===== src/rtl/boot_pkg.sv =====
package boot_pkg;

  typedef enum logic [3:0] {
    S_IDLE,
    S_ID,
    S_HOLD,
    S_PTR0,
    S_LOAD,
    S_PTR1,
    S_CHECK,
    S_RUN,
    S_MBOX
  } seq_t;

  typedef enum logic [2:0] {
    F_NONE     = 3'd0,
    F_NOID     = 3'd1,
    F_RANGE    = 3'd2,
    F_MISMATCH = 3'd3,
    F_DEAD     = 3'd4,
    F_OLDVER   = 3'd5
  } fault_t;

  localparam int BIT_SRST  = 0;
  localparam int BIT_CLKEN = 1;
  localparam int BIT_EXTAC = 2;
  localparam int BIT_BOOT  = 3;
  localparam int BIT_HOLD  = 7;
  localparam int BIT_DIV   = 8;

  localparam logic [31:0] CTRL_PARK =
    (32'd1 << BIT_HOLD) | (32'd1 << BIT_BOOT) | (32'd1 << BIT_EXTAC);
  localparam logic [31:0] CTRL_GO =
    (32'd1 << BIT_DIV) | (32'd1 << BIT_BOOT) | (32'd1 << BIT_CLKEN) | (32'd1 << BIT_SRST);

endpackage


===== src/rtl/boot_counters.sv =====
module boot_counters #(
  parameter int LEN_W      = 12,
  parameter int POLL_MAX   = 256,
  parameter int MISS_LIMIT = 4
) (
  input  logic                 clk,
  input  logic                 rst_n,
  input  logic                 len_load,
  input  logic [LEN_W-1:0]     len_i,
  input  logic                 poll_clr,
  input  logic                 poll_inc,
  input  logic                 idx_clr,
  input  logic                 idx_inc,
  input  logic                 miss_clr,
  input  logic                 miss_inc,
  output logic [LEN_W-1:0]     idx_o,
  output logic                 len_zero,
  output logic                 idx_last,
  output logic                 poll_last,
  output logic [$clog2(MISS_LIMIT+2)-1:0] miss_o
);

  localparam int POLL_W = $clog2(POLL_MAX + 1);
  localparam int MISS_W = $clog2(MISS_LIMIT + 2);

  logic [LEN_W-1:0]  len_q, idx_q, idx_d;
  logic [POLL_W-1:0] poll_q, poll_d;
  logic [MISS_W-1:0] miss_q, miss_d;
  logic              poll_en, idx_en, miss_en;

  always_comb begin
    poll_en = poll_clr | poll_inc;
    poll_d  = poll_clr ? '0 : poll_q + POLL_W'(1);
    idx_en  = idx_clr | idx_inc;
    idx_d   = idx_clr ? '0 : idx_q + LEN_W'(1);
    miss_en = miss_clr | miss_inc;
    miss_d  = miss_clr ? '0 : miss_q + MISS_W'(1);
  end

  always_ff @(posedge clk or negedge rst_n) begin
    if (!rst_n) begin
      len_q  <= '0;
      idx_q  <= '0;
      poll_q <= '0;
      miss_q <= '0;
    end else begin
      if (len_load) len_q  <= len_i;
      if (idx_en)   idx_q  <= idx_d;
      if (poll_en)  poll_q <= poll_d;
      if (miss_en)  miss_q <= miss_d;
    end
  end

  assign idx_o     = idx_q;
  assign len_zero  = (len_q == '0);
  assign idx_last  = (idx_q == len_q - LEN_W'(1));
  assign poll_last = (poll_q == POLL_W'(POLL_MAX - 1));
  assign miss_o    = miss_q;

  // failed polls never reach the budget without ending the run
  a_r3_poll_bound: assert property (@(posedge clk) disable iff (!rst_n)
    poll_q < POLL_W'(POLL_MAX));

  // the mismatch tally never passes the limit
  a_r8_miss_bound: assert property (@(posedge clk) disable iff (!rst_n)
    miss_q <= MISS_W'(MISS_LIMIT));

endmodule


===== src/rtl/boot_judge.sv =====
module boot_judge #(
  parameter int                    NUM_IDS = 3,
  parameter logic [NUM_IDS*16-1:0] ID_LIST = {16'h7396, 16'h7395, 16'h7385},
  parameter logic [15:0]           MIN_VER = 16'h0229
) (
  input  logic [31:0] rdata_i,
  input  logic [7:0]  img_byte_i,
  output logic        id_ok,
  output logic        rb_range,
  output logic        rb_miss,
  output logic        mb_dead,
  output logic        ver_low
);

  logic [NUM_IDS-1:0] hit;
  logic [15:0]        dev_id;

  assign dev_id = rdata_i[27:12];

  for (genvar g = 0; g < NUM_IDS; g++) begin : g_id
    assign hit[g] = (dev_id == ID_LIST[g*16 +: 16]);
  end

  assign id_ok    = |hit;
  assign rb_range = |rdata_i[31:8];
  assign rb_miss  = (rdata_i[7:0] != img_byte_i);
  assign mb_dead  = (rdata_i[31:16] == 16'hFFFF);
  assign ver_low  = (rdata_i[15:0] < MIN_VER);

endmodule


===== src/rtl/boot_seq.sv =====
module boot_seq
  import boot_pkg::*;
#(
  parameter int          AW         = 8,
  parameter int          MISS_LIMIT = 4,
  parameter logic [AW-1:0] A_ID     = 8'h00,
  parameter logic [AW-1:0] A_CTRL   = 8'h04,
  parameter logic [AW-1:0] A_PTR    = 8'h08,
  parameter logic [AW-1:0] A_DATA   = 8'h0C,
  parameter logic [AW-1:0] A_MBOX   = 8'h10
) (
  input  logic          clk,
  input  logic          rst_n,
  input  logic          start_i,
  input  logic          bus_ack_i,
  input  logic [7:0]    img_byte_i,
  input  logic          id_ok,
  input  logic          rb_range,
  input  logic          rb_miss,
  input  logic          mb_dead,
  input  logic          ver_low,
  input  logic          len_zero,
  input  logic          idx_last,
  input  logic          poll_last,
  input  logic [$clog2(MISS_LIMIT+2)-1:0] miss_i,
  output logic          len_load,
  output logic          poll_clr,
  output logic          poll_inc,
  output logic          idx_clr,
  output logic          idx_inc,
  output logic          miss_clr,
  output logic          miss_inc,
  output logic          bus_req_o,
  output logic          bus_we_o,
  output logic [AW-1:0] bus_addr_o,
  output logic [31:0]   bus_wdata_o,
  output logic          done_o,
  output logic          err_o,
  output logic [2:0]    fault_o
);

  localparam int MISS_W = $clog2(MISS_LIMIT + 2);

  seq_t   st_q, st_d;
  fault_t fault_q, fin_code;
  logic   fin, accept;
  logic   done_q, err_q;

  // next state and counter controls
  always_comb begin
    st_d     = st_q;
    fin      = 1'b0;
    fin_code = F_NONE;
    accept   = 1'b0;
    len_load = 1'b0;
    poll_clr = 1'b0;
    poll_inc = 1'b0;
    idx_clr  = 1'b0;
    idx_inc  = 1'b0;
    miss_clr = 1'b0;
    miss_inc = 1'b0;
    unique case (st_q)
      S_IDLE: begin
        if (start_i) begin
          accept   = 1'b1;
          len_load = 1'b1;
          poll_clr = 1'b1;
          st_d     = S_ID;
        end
      end
      S_ID: begin
        if (bus_ack_i) begin
          if (id_ok) begin
            st_d = S_HOLD;
          end else if (poll_last) begin
            fin      = 1'b1;
            fin_code = F_NOID;
          end else begin
            poll_inc = 1'b1;
          end
        end
      end
      S_HOLD: begin
        if (bus_ack_i) st_d = S_PTR0;
      end
      S_PTR0: begin
        if (bus_ack_i) begin
          idx_clr = 1'b1;
          st_d    = len_zero ? S_RUN : S_LOAD;
        end
      end
      S_LOAD: begin
        if (bus_ack_i) begin
          if (idx_last) begin
            idx_clr = 1'b1;
            st_d    = S_PTR1;
          end else begin
            idx_inc = 1'b1;
          end
        end
      end
      S_PTR1: begin
        if (bus_ack_i) begin
          miss_clr = 1'b1;
          st_d     = S_CHECK;
        end
      end
      S_CHECK: begin
        if (bus_ack_i) begin
          if (rb_range) begin
            fin      = 1'b1;
            fin_code = F_RANGE;
          end else if (rb_miss && (miss_i == MISS_W'(MISS_LIMIT))) begin
            fin      = 1'b1;
            fin_code = F_MISMATCH;
          end else if (idx_last) begin
            if (rb_miss || (miss_i != '0)) begin
              fin      = 1'b1;
              fin_code = F_MISMATCH;
            end else begin
              st_d = S_RUN;
            end
          end else begin
            idx_inc  = 1'b1;
            miss_inc = rb_miss;
          end
        end
      end
      S_RUN: begin
        if (bus_ack_i) st_d = S_MBOX;
      end
      S_MBOX: begin
        if (bus_ack_i) begin
          fin = 1'b1;
          if (mb_dead)      fin_code = F_DEAD;
          else if (ver_low) fin_code = F_OLDVER;
          else              fin_code = F_NONE;
        end
      end
      default: st_d = S_IDLE;
    endcase
    if (fin) st_d = S_IDLE;
  end

  // state and result registers
  always_ff @(posedge clk or negedge rst_n) begin
    if (!rst_n) begin
      st_q    <= S_IDLE;
      done_q  <= 1'b0;
      err_q   <= 1'b0;
      fault_q <= F_NONE;
    end else begin
      st_q <= st_d;
      if (accept) begin
        done_q  <= 1'b0;
        err_q   <= 1'b0;
        fault_q <= F_NONE;
      end else if (fin) begin
        done_q  <= 1'b1;
        err_q   <= (fin_code != F_NONE);
        fault_q <= fin_code;
      end
    end
  end

  // bus access decode
  always_comb begin
    bus_req_o   = (st_q != S_IDLE);
    bus_we_o    = 1'b0;
    bus_addr_o  = A_ID;
    bus_wdata_o = '0;
    unique case (st_q)
      S_HOLD: begin
        bus_we_o    = 1'b1;
        bus_addr_o  = A_CTRL;
        bus_wdata_o = CTRL_PARK;
      end
      S_PTR0, S_PTR1: begin
        bus_we_o   = 1'b1;
        bus_addr_o = A_PTR;
      end
      S_LOAD: begin
        bus_we_o    = 1'b1;
        bus_addr_o  = A_DATA;
        bus_wdata_o = {24'd0, img_byte_i};
      end
      S_CHECK: bus_addr_o = A_DATA;
      S_RUN: begin
        bus_we_o    = 1'b1;
        bus_addr_o  = A_CTRL;
        bus_wdata_o = CTRL_GO;
      end
      S_MBOX: bus_addr_o = A_MBOX;
      default: ;
    endcase
  end

  assign done_o  = done_q;
  assign err_o   = err_q;
  assign fault_o = fault_q;

  // an unacknowledged request keeps its fields
  a_r12_req_hold: assert property (@(posedge clk) disable iff (!rst_n)
    bus_req_o && !bus_ack_i |=> bus_req_o && $stable(bus_addr_o)
                               && $stable(bus_we_o) && $stable(bus_wdata_o));

  // an error is only reported with done
  a_r11_err_with_done: assert property (@(posedge clk) disable iff (!rst_n)
    err_o |-> done_o);

  // result holds without a start
  a_r11_result_hold: assert property (@(posedge clk) disable iff (!rst_n)
    done_o && !start_i |=> done_o && $stable(fault_o));

  // accepted start clears result
  a_r11_start_clears: assert property (@(posedge clk) disable iff (!rst_n)
    !bus_req_o && start_i |=> !done_o && !err_o && bus_req_o);

  // no request while a result is shown
  a_r1_idle_quiet: assert property (@(posedge clk) disable iff (!rst_n)
    done_o |-> !bus_req_o);

endmodule


===== src/rtl/cpu_boot_loader.sv =====
module cpu_boot_loader #(
  parameter int                    AW         = 8,
  parameter int                    LEN_W      = 12,
  parameter int                    POLL_MAX   = 256,
  parameter int                    MISS_LIMIT = 4,
  parameter int                    NUM_IDS    = 3,
  parameter logic [NUM_IDS*16-1:0] ID_LIST    = {16'h7396, 16'h7395, 16'h7385},
  parameter logic [15:0]           MIN_VER    = 16'h0229,
  parameter logic [AW-1:0]         A_ID       = 8'h00,
  parameter logic [AW-1:0]         A_CTRL     = 8'h04,
  parameter logic [AW-1:0]         A_PTR      = 8'h08,
  parameter logic [AW-1:0]         A_DATA     = 8'h0C,
  parameter logic [AW-1:0]         A_MBOX     = 8'h10
) (
  input  logic             clk,
  input  logic             rst_n,
  input  logic             start_i,
  input  logic [LEN_W-1:0] img_len_i,
  output logic [LEN_W-1:0] img_idx_o,
  input  logic [7:0]       img_byte_i,
  output logic             bus_req_o,
  output logic             bus_we_o,
  output logic [AW-1:0]    bus_addr_o,
  output logic [31:0]      bus_wdata_o,
  input  logic             bus_ack_i,
  input  logic [31:0]      bus_rdata_i,
  output logic             done_o,
  output logic             err_o,
  output logic [2:0]       fault_o
);

  localparam int MISS_W = $clog2(MISS_LIMIT + 2);

  logic id_ok, rb_range, rb_miss, mb_dead, ver_low;
  logic len_zero, idx_last, poll_last;
  logic len_load, poll_clr, poll_inc, idx_clr, idx_inc, miss_clr, miss_inc;
  logic [MISS_W-1:0] miss_cnt;

  boot_counters #(
    .LEN_W(LEN_W), .POLL_MAX(POLL_MAX), .MISS_LIMIT(MISS_LIMIT)
  ) u_cnt (
    .clk(clk), .rst_n(rst_n),
    .len_load(len_load), .len_i(img_len_i),
    .poll_clr(poll_clr), .poll_inc(poll_inc),
    .idx_clr(idx_clr), .idx_inc(idx_inc),
    .miss_clr(miss_clr), .miss_inc(miss_inc),
    .idx_o(img_idx_o), .len_zero(len_zero), .idx_last(idx_last),
    .poll_last(poll_last), .miss_o(miss_cnt)
  );

  boot_judge #(
    .NUM_IDS(NUM_IDS), .ID_LIST(ID_LIST), .MIN_VER(MIN_VER)
  ) u_judge (
    .rdata_i(bus_rdata_i), .img_byte_i(img_byte_i),
    .id_ok(id_ok), .rb_range(rb_range), .rb_miss(rb_miss),
    .mb_dead(mb_dead), .ver_low(ver_low)
  );

  boot_seq #(
    .AW(AW), .MISS_LIMIT(MISS_LIMIT),
    .A_ID(A_ID), .A_CTRL(A_CTRL), .A_PTR(A_PTR), .A_DATA(A_DATA), .A_MBOX(A_MBOX)
  ) u_seq (
    .clk(clk), .rst_n(rst_n), .start_i(start_i), .bus_ack_i(bus_ack_i),
    .img_byte_i(img_byte_i),
    .id_ok(id_ok), .rb_range(rb_range), .rb_miss(rb_miss),
    .mb_dead(mb_dead), .ver_low(ver_low),
    .len_zero(len_zero), .idx_last(idx_last), .poll_last(poll_last),
    .miss_i(miss_cnt),
    .len_load(len_load), .poll_clr(poll_clr), .poll_inc(poll_inc),
    .idx_clr(idx_clr), .idx_inc(idx_inc), .miss_clr(miss_clr), .miss_inc(miss_inc),
    .bus_req_o(bus_req_o), .bus_we_o(bus_we_o), .bus_addr_o(bus_addr_o),
    .bus_wdata_o(bus_wdata_o),
    .done_o(done_o), .err_o(err_o), .fault_o(fault_o)
  );

endmodule


===== config.mk =====
export PLATFORM = sky130hd
export DESIGN_NAME = cpu_boot_loader
export DESIGN_NICKNAME = d
export VERILOG_FILES = /design/src/rtl/boot_pkg.sv /design/src/rtl/boot_counters.sv /design/src/rtl/boot_judge.sv /design/src/rtl/boot_seq.sv /design/src/rtl/cpu_boot_loader.sv
export SDC_FILE = /design/constraint.sdc
export NUM_CORES = 1
export LEC_CHECK = 0
export BUFFER_PORTS_ARGS = -buffer_cell sky130_fd_sc_hd__buf_2
export CORE_MARGIN = 3
export CORE_UTILIZATION = 51
export DETAILED_ROUTE_END_ITERATION = 7
export PLACE_DENSITY = 0.81
export SKIP_CTS_REPAIR_TIMING = 1
export SLEW_MARGIN = 10
export SYNTH_ARGS = -nofsm -noshare
export SYNTH_HDL_FRONTEND = slang
export SYNTH_SLANG_ARGS = --single-unit

===== constraint.sdc =====
create_clock -name clk -period 3.7 [get_ports clk]
set_clock_uncertainty 0.05 [all_clocks]
set_input_delay 0.74 -clock clk [delete_from_list [all_inputs] [get_ports clk]]
set_output_delay 0.74 -clock clk [all_outputs]
set_load 0.005 [all_outputs]

==> impl_metrics.toml <==
[status]
status = "complete, no violations"

[sta]
max-slew-margin-rel = 0.331
setup_violations = 0
hold_viol = 0
drv_slew = 0
min_period_ns = 3.27
timing.final.crit_share = 0.883
finalSetupTns_ns = 0
rsz0062_at_grt = "no"
tightest_slew_ns = 1.00
clock.fmax_ghz = 0.306

[power_and_ir_drop]
p_leak_nw = 1.82
ir_drop_v = 0.000359
power_density_nw_per_um2 = 582

[worst_setup_path]
crit_start = "u_cnt.len_q[3]$_DFFE_PN0P_"
reg2regPathDepth = 8
worstPathRequired_ns = 3.82
crit_family = "compound AO/OA/AOI/OAI gates"
cp_data_arrival_time_ns = 3.39
reg2reg_from = "u_cnt.len_q[3]$_DFFE_PN0P_"
crit_slowest_cell = "or4_1"
cp-start-kind = "flip-flop"
slowest_delay_ns = 0.68
critPathKind = "reg2reg"
cp_max_fo = 10
end_kind = "flip-flop"
path_cells = "or4_1, a2111oi_0, o21ai_1, a221o_1, o21ba_4, o31ai_4, o21a_2, mux2_1"
cp_num_buf_inv = 0
reg2reg_to = "u_seq.st_q[3]$_DFFE_PN0P_"
r2r_slack_ns = 0.43

[floorplanning]
core_area_um2 = 6100
initial_core_util = 0.545
die_y_um = 86.7
die_x_um = 86.7
die_area_um2 = 7510
std_cell_rows = 28
io_pins = 115

[yosys]
synth_seq_cells = 45
synth_ff_type = "dfrtp_1"
synth_edf_count = 0
syn_area_um2 = 3320
synth_cell_types = 59
synth.top_cells.by_count = "nand2_1, dfrtp_1, nor2_1"
yosysMostFrequentCell = "nand2_1"
yosysTopAreaCellShare = 0.339
synth-async-reset-ratio = 1.00
yosys_warnings = 0
postSynthAreaPerCell_um2 = 8.22
netlist_top_cells_area = "dfrtp_1, nand2_1, buf_4"
ys_seq_area_frac = 0.339
synthCells = 404
yosys.area.top_type = "dfrtp_1"

[global_route]
use_met3 = 0.0399
antenna_found_initial = 0
grt_pass1_vias = 2876
grt_pass1_wl_um = 13200
grt_util_met1 = 0.282
grt_max_degree = 46
grt.total_usage = 0.215
top_usage_layer = "met2"
grt.met2_usage = 0.369
grt_overflow = 0

[job]
cap_violations = 0

[detailed_routing]
drt_first_pass_iters = 5
avgViaCountPerCell = 5.59
drc = 0
vias = 3113
wl_per_cell_um = 14.3
drtIter0Drc = 220
wl_um = 7980
postRouteAntennaNets = 0

[clock_tree]
clock_latency_ns = 0.29
clock-sinks = 45
clkTransAtPathRegs_ns = 0.08
htreeDepth = 2
tritoncts = "yes"
clockRootBuffer = "clkbuf_8"
clockBufferDepth = 2
cts_buffers = 5

[layout]
multi_input_area_um2 = 1980
synthToLayoutAreaGrowth_pct = 14.0
layout-drive-gt1-share = 0.216
diodes = 0
fin_area_um2 = 3780
nets = 544
n_fill_cell = 537
register_area_um2 = 1130

[place]
post_dp_cell_area_um2 = 3680
gp_congestion = 0.928
port_buffers = 86
hpwlAfterDp_um = 6190

[worst_hold_path]
hold_path.class = "reg2reg"
worstHoldStart = "u_seq.err_o$_DFFE_PN0P_"
worstHoldPathCells = 2
whs_endpoint = "u_seq.err_o$_DFFE_PN0P_"
cell usage in the layout (no fill, tap or decap), types with 2 or more instances in the layout:
cell type,count
o31a_1,3
dfrtp_1,45
xor2_1,15
nand3_1,14
nor3_1,12
or3_1,4
a311oi_1,2
a21oi_1,9
a21boi_0,2
buf_4,3
o21ai_0,12
ha_1,6
a211oi_1,2
inv_1,6
and3_1,11
xnor2_1,22
conb_1,28
o311ai_0,2
nor2b_1,6
nor4_1,11
nand2_1,66
mux2i_1,5
nand4_1,10
nand3b_1,3
clkbuf_8,5
or4_1,4
and2_1,2
a31oi_1,4
nand2b_1,7
buf_2,86
nor2_1,40
and4_1,3
o41ai_1,2
nor3b_1,4
cell families after synthesis:
family / count (synthesis) / synth area share
AND/OR/NAND/NOR: 204 / 0.308
AO/OA/AOI/OAI: 54 / 0.119
buffers and inverters: 51 / 0.0942
flip-flops: 45 / 0.339
XOR/XNOR: 37 / 0.0976
adder cells (fa/ha/maj): 6 / 0.0226
multiplexers: 6 / 0.0185
other: 1 / 0.00113
metrics by stage:
| stage | cells | power, mW | hold slack [ns] | util | setup slack [ns] |
|---|---|---|---|---|---|
| 5_1_grt | 557 | 2.39 | 0.481 | 0.621 | 0.209 |
| 2_1_floorplan | 431 | 1.55 | 0.394 | - | 0.599 |
| 6_report | 557 | 2.20 | 0.470 | 0.621 | 0.434 |
| 4_1_cts | 557 | 2.20 | 0.465 | 0.621 | 0.441 |
| 3_3_place_gp | 550 | 1.80 | 0.435 | 0.603 | 0.388 |
| 3_5_place_dp | 550 | 1.83 | 0.443 | 0.603 | 0.297 |
per-layer routing:
layer / up-vias / wire, µm
met5: - / 0
met4: 0 / 64
met3: 8 / 533
met2: 107 / 4010
met1: 1478 / 3380
li1: 1520 / -
power by group:
| part | switching, mW | internal [mW] |
|---|---|---|
| registers | 0.198 | 0.614 |
| logic | 0.575 | 0.448 |
| clock network | 0.166 | 0.200 |
tightest hold or removal path, cell delays in order, from the launching register on:
cell     delay (ns)
dfrtp_1        0.35
o41ai_1        0.08
nand2_1        0.06
how the worst max path moves through the flow:
stage                                      endpoint  slack, ns  depth (start not counted)
after CTS                 u_seq.st_q[3]$_DFFE_PN0P_       0.44                         10
after global placement    u_seq.st_q[3]$_DFFE_PN0P_       0.39                          8
after detailed placement  u_seq.st_q[3]$_DFFE_PN0P_       0.30                          8
after floorplan           u_seq.st_q[3]$_DFFE_PN0P_       0.60                          7
final                     u_seq.st_q[3]$_DFFE_PN0P_       0.43                          8
after global routing      u_seq.st_q[3]$_DFFE_PN0P_       0.21                          8
area by class of cell:
| cell class | count | share of cell area |
|---|---|---|
| Sequential cell | 45 | 0.298 |
| Tap cell | 75 | 0.0248 |
| Timing Repair Buffer | 89 | 0.120 |
| Clock buffer | 5 | 0.0182 |
| Inverter | 6 | 0.00595 |
| Multi-Input combinational cell | 335 | 0.524 |
| Clock inverter | 2 | 0.0102 |
flip-flops by register name, indices dropped and copies added, names as in the netlist:
name	count
u_seq.err_o	1
u_cnt.len_q	12
u_seq.fault_o	3
u_cnt.poll_q	9
u_seq.st_q	4
u_cnt.idx_o	12
u_cnt.miss_o	3
u_seq.done_o	1
(Power assumes the default switching activity.)
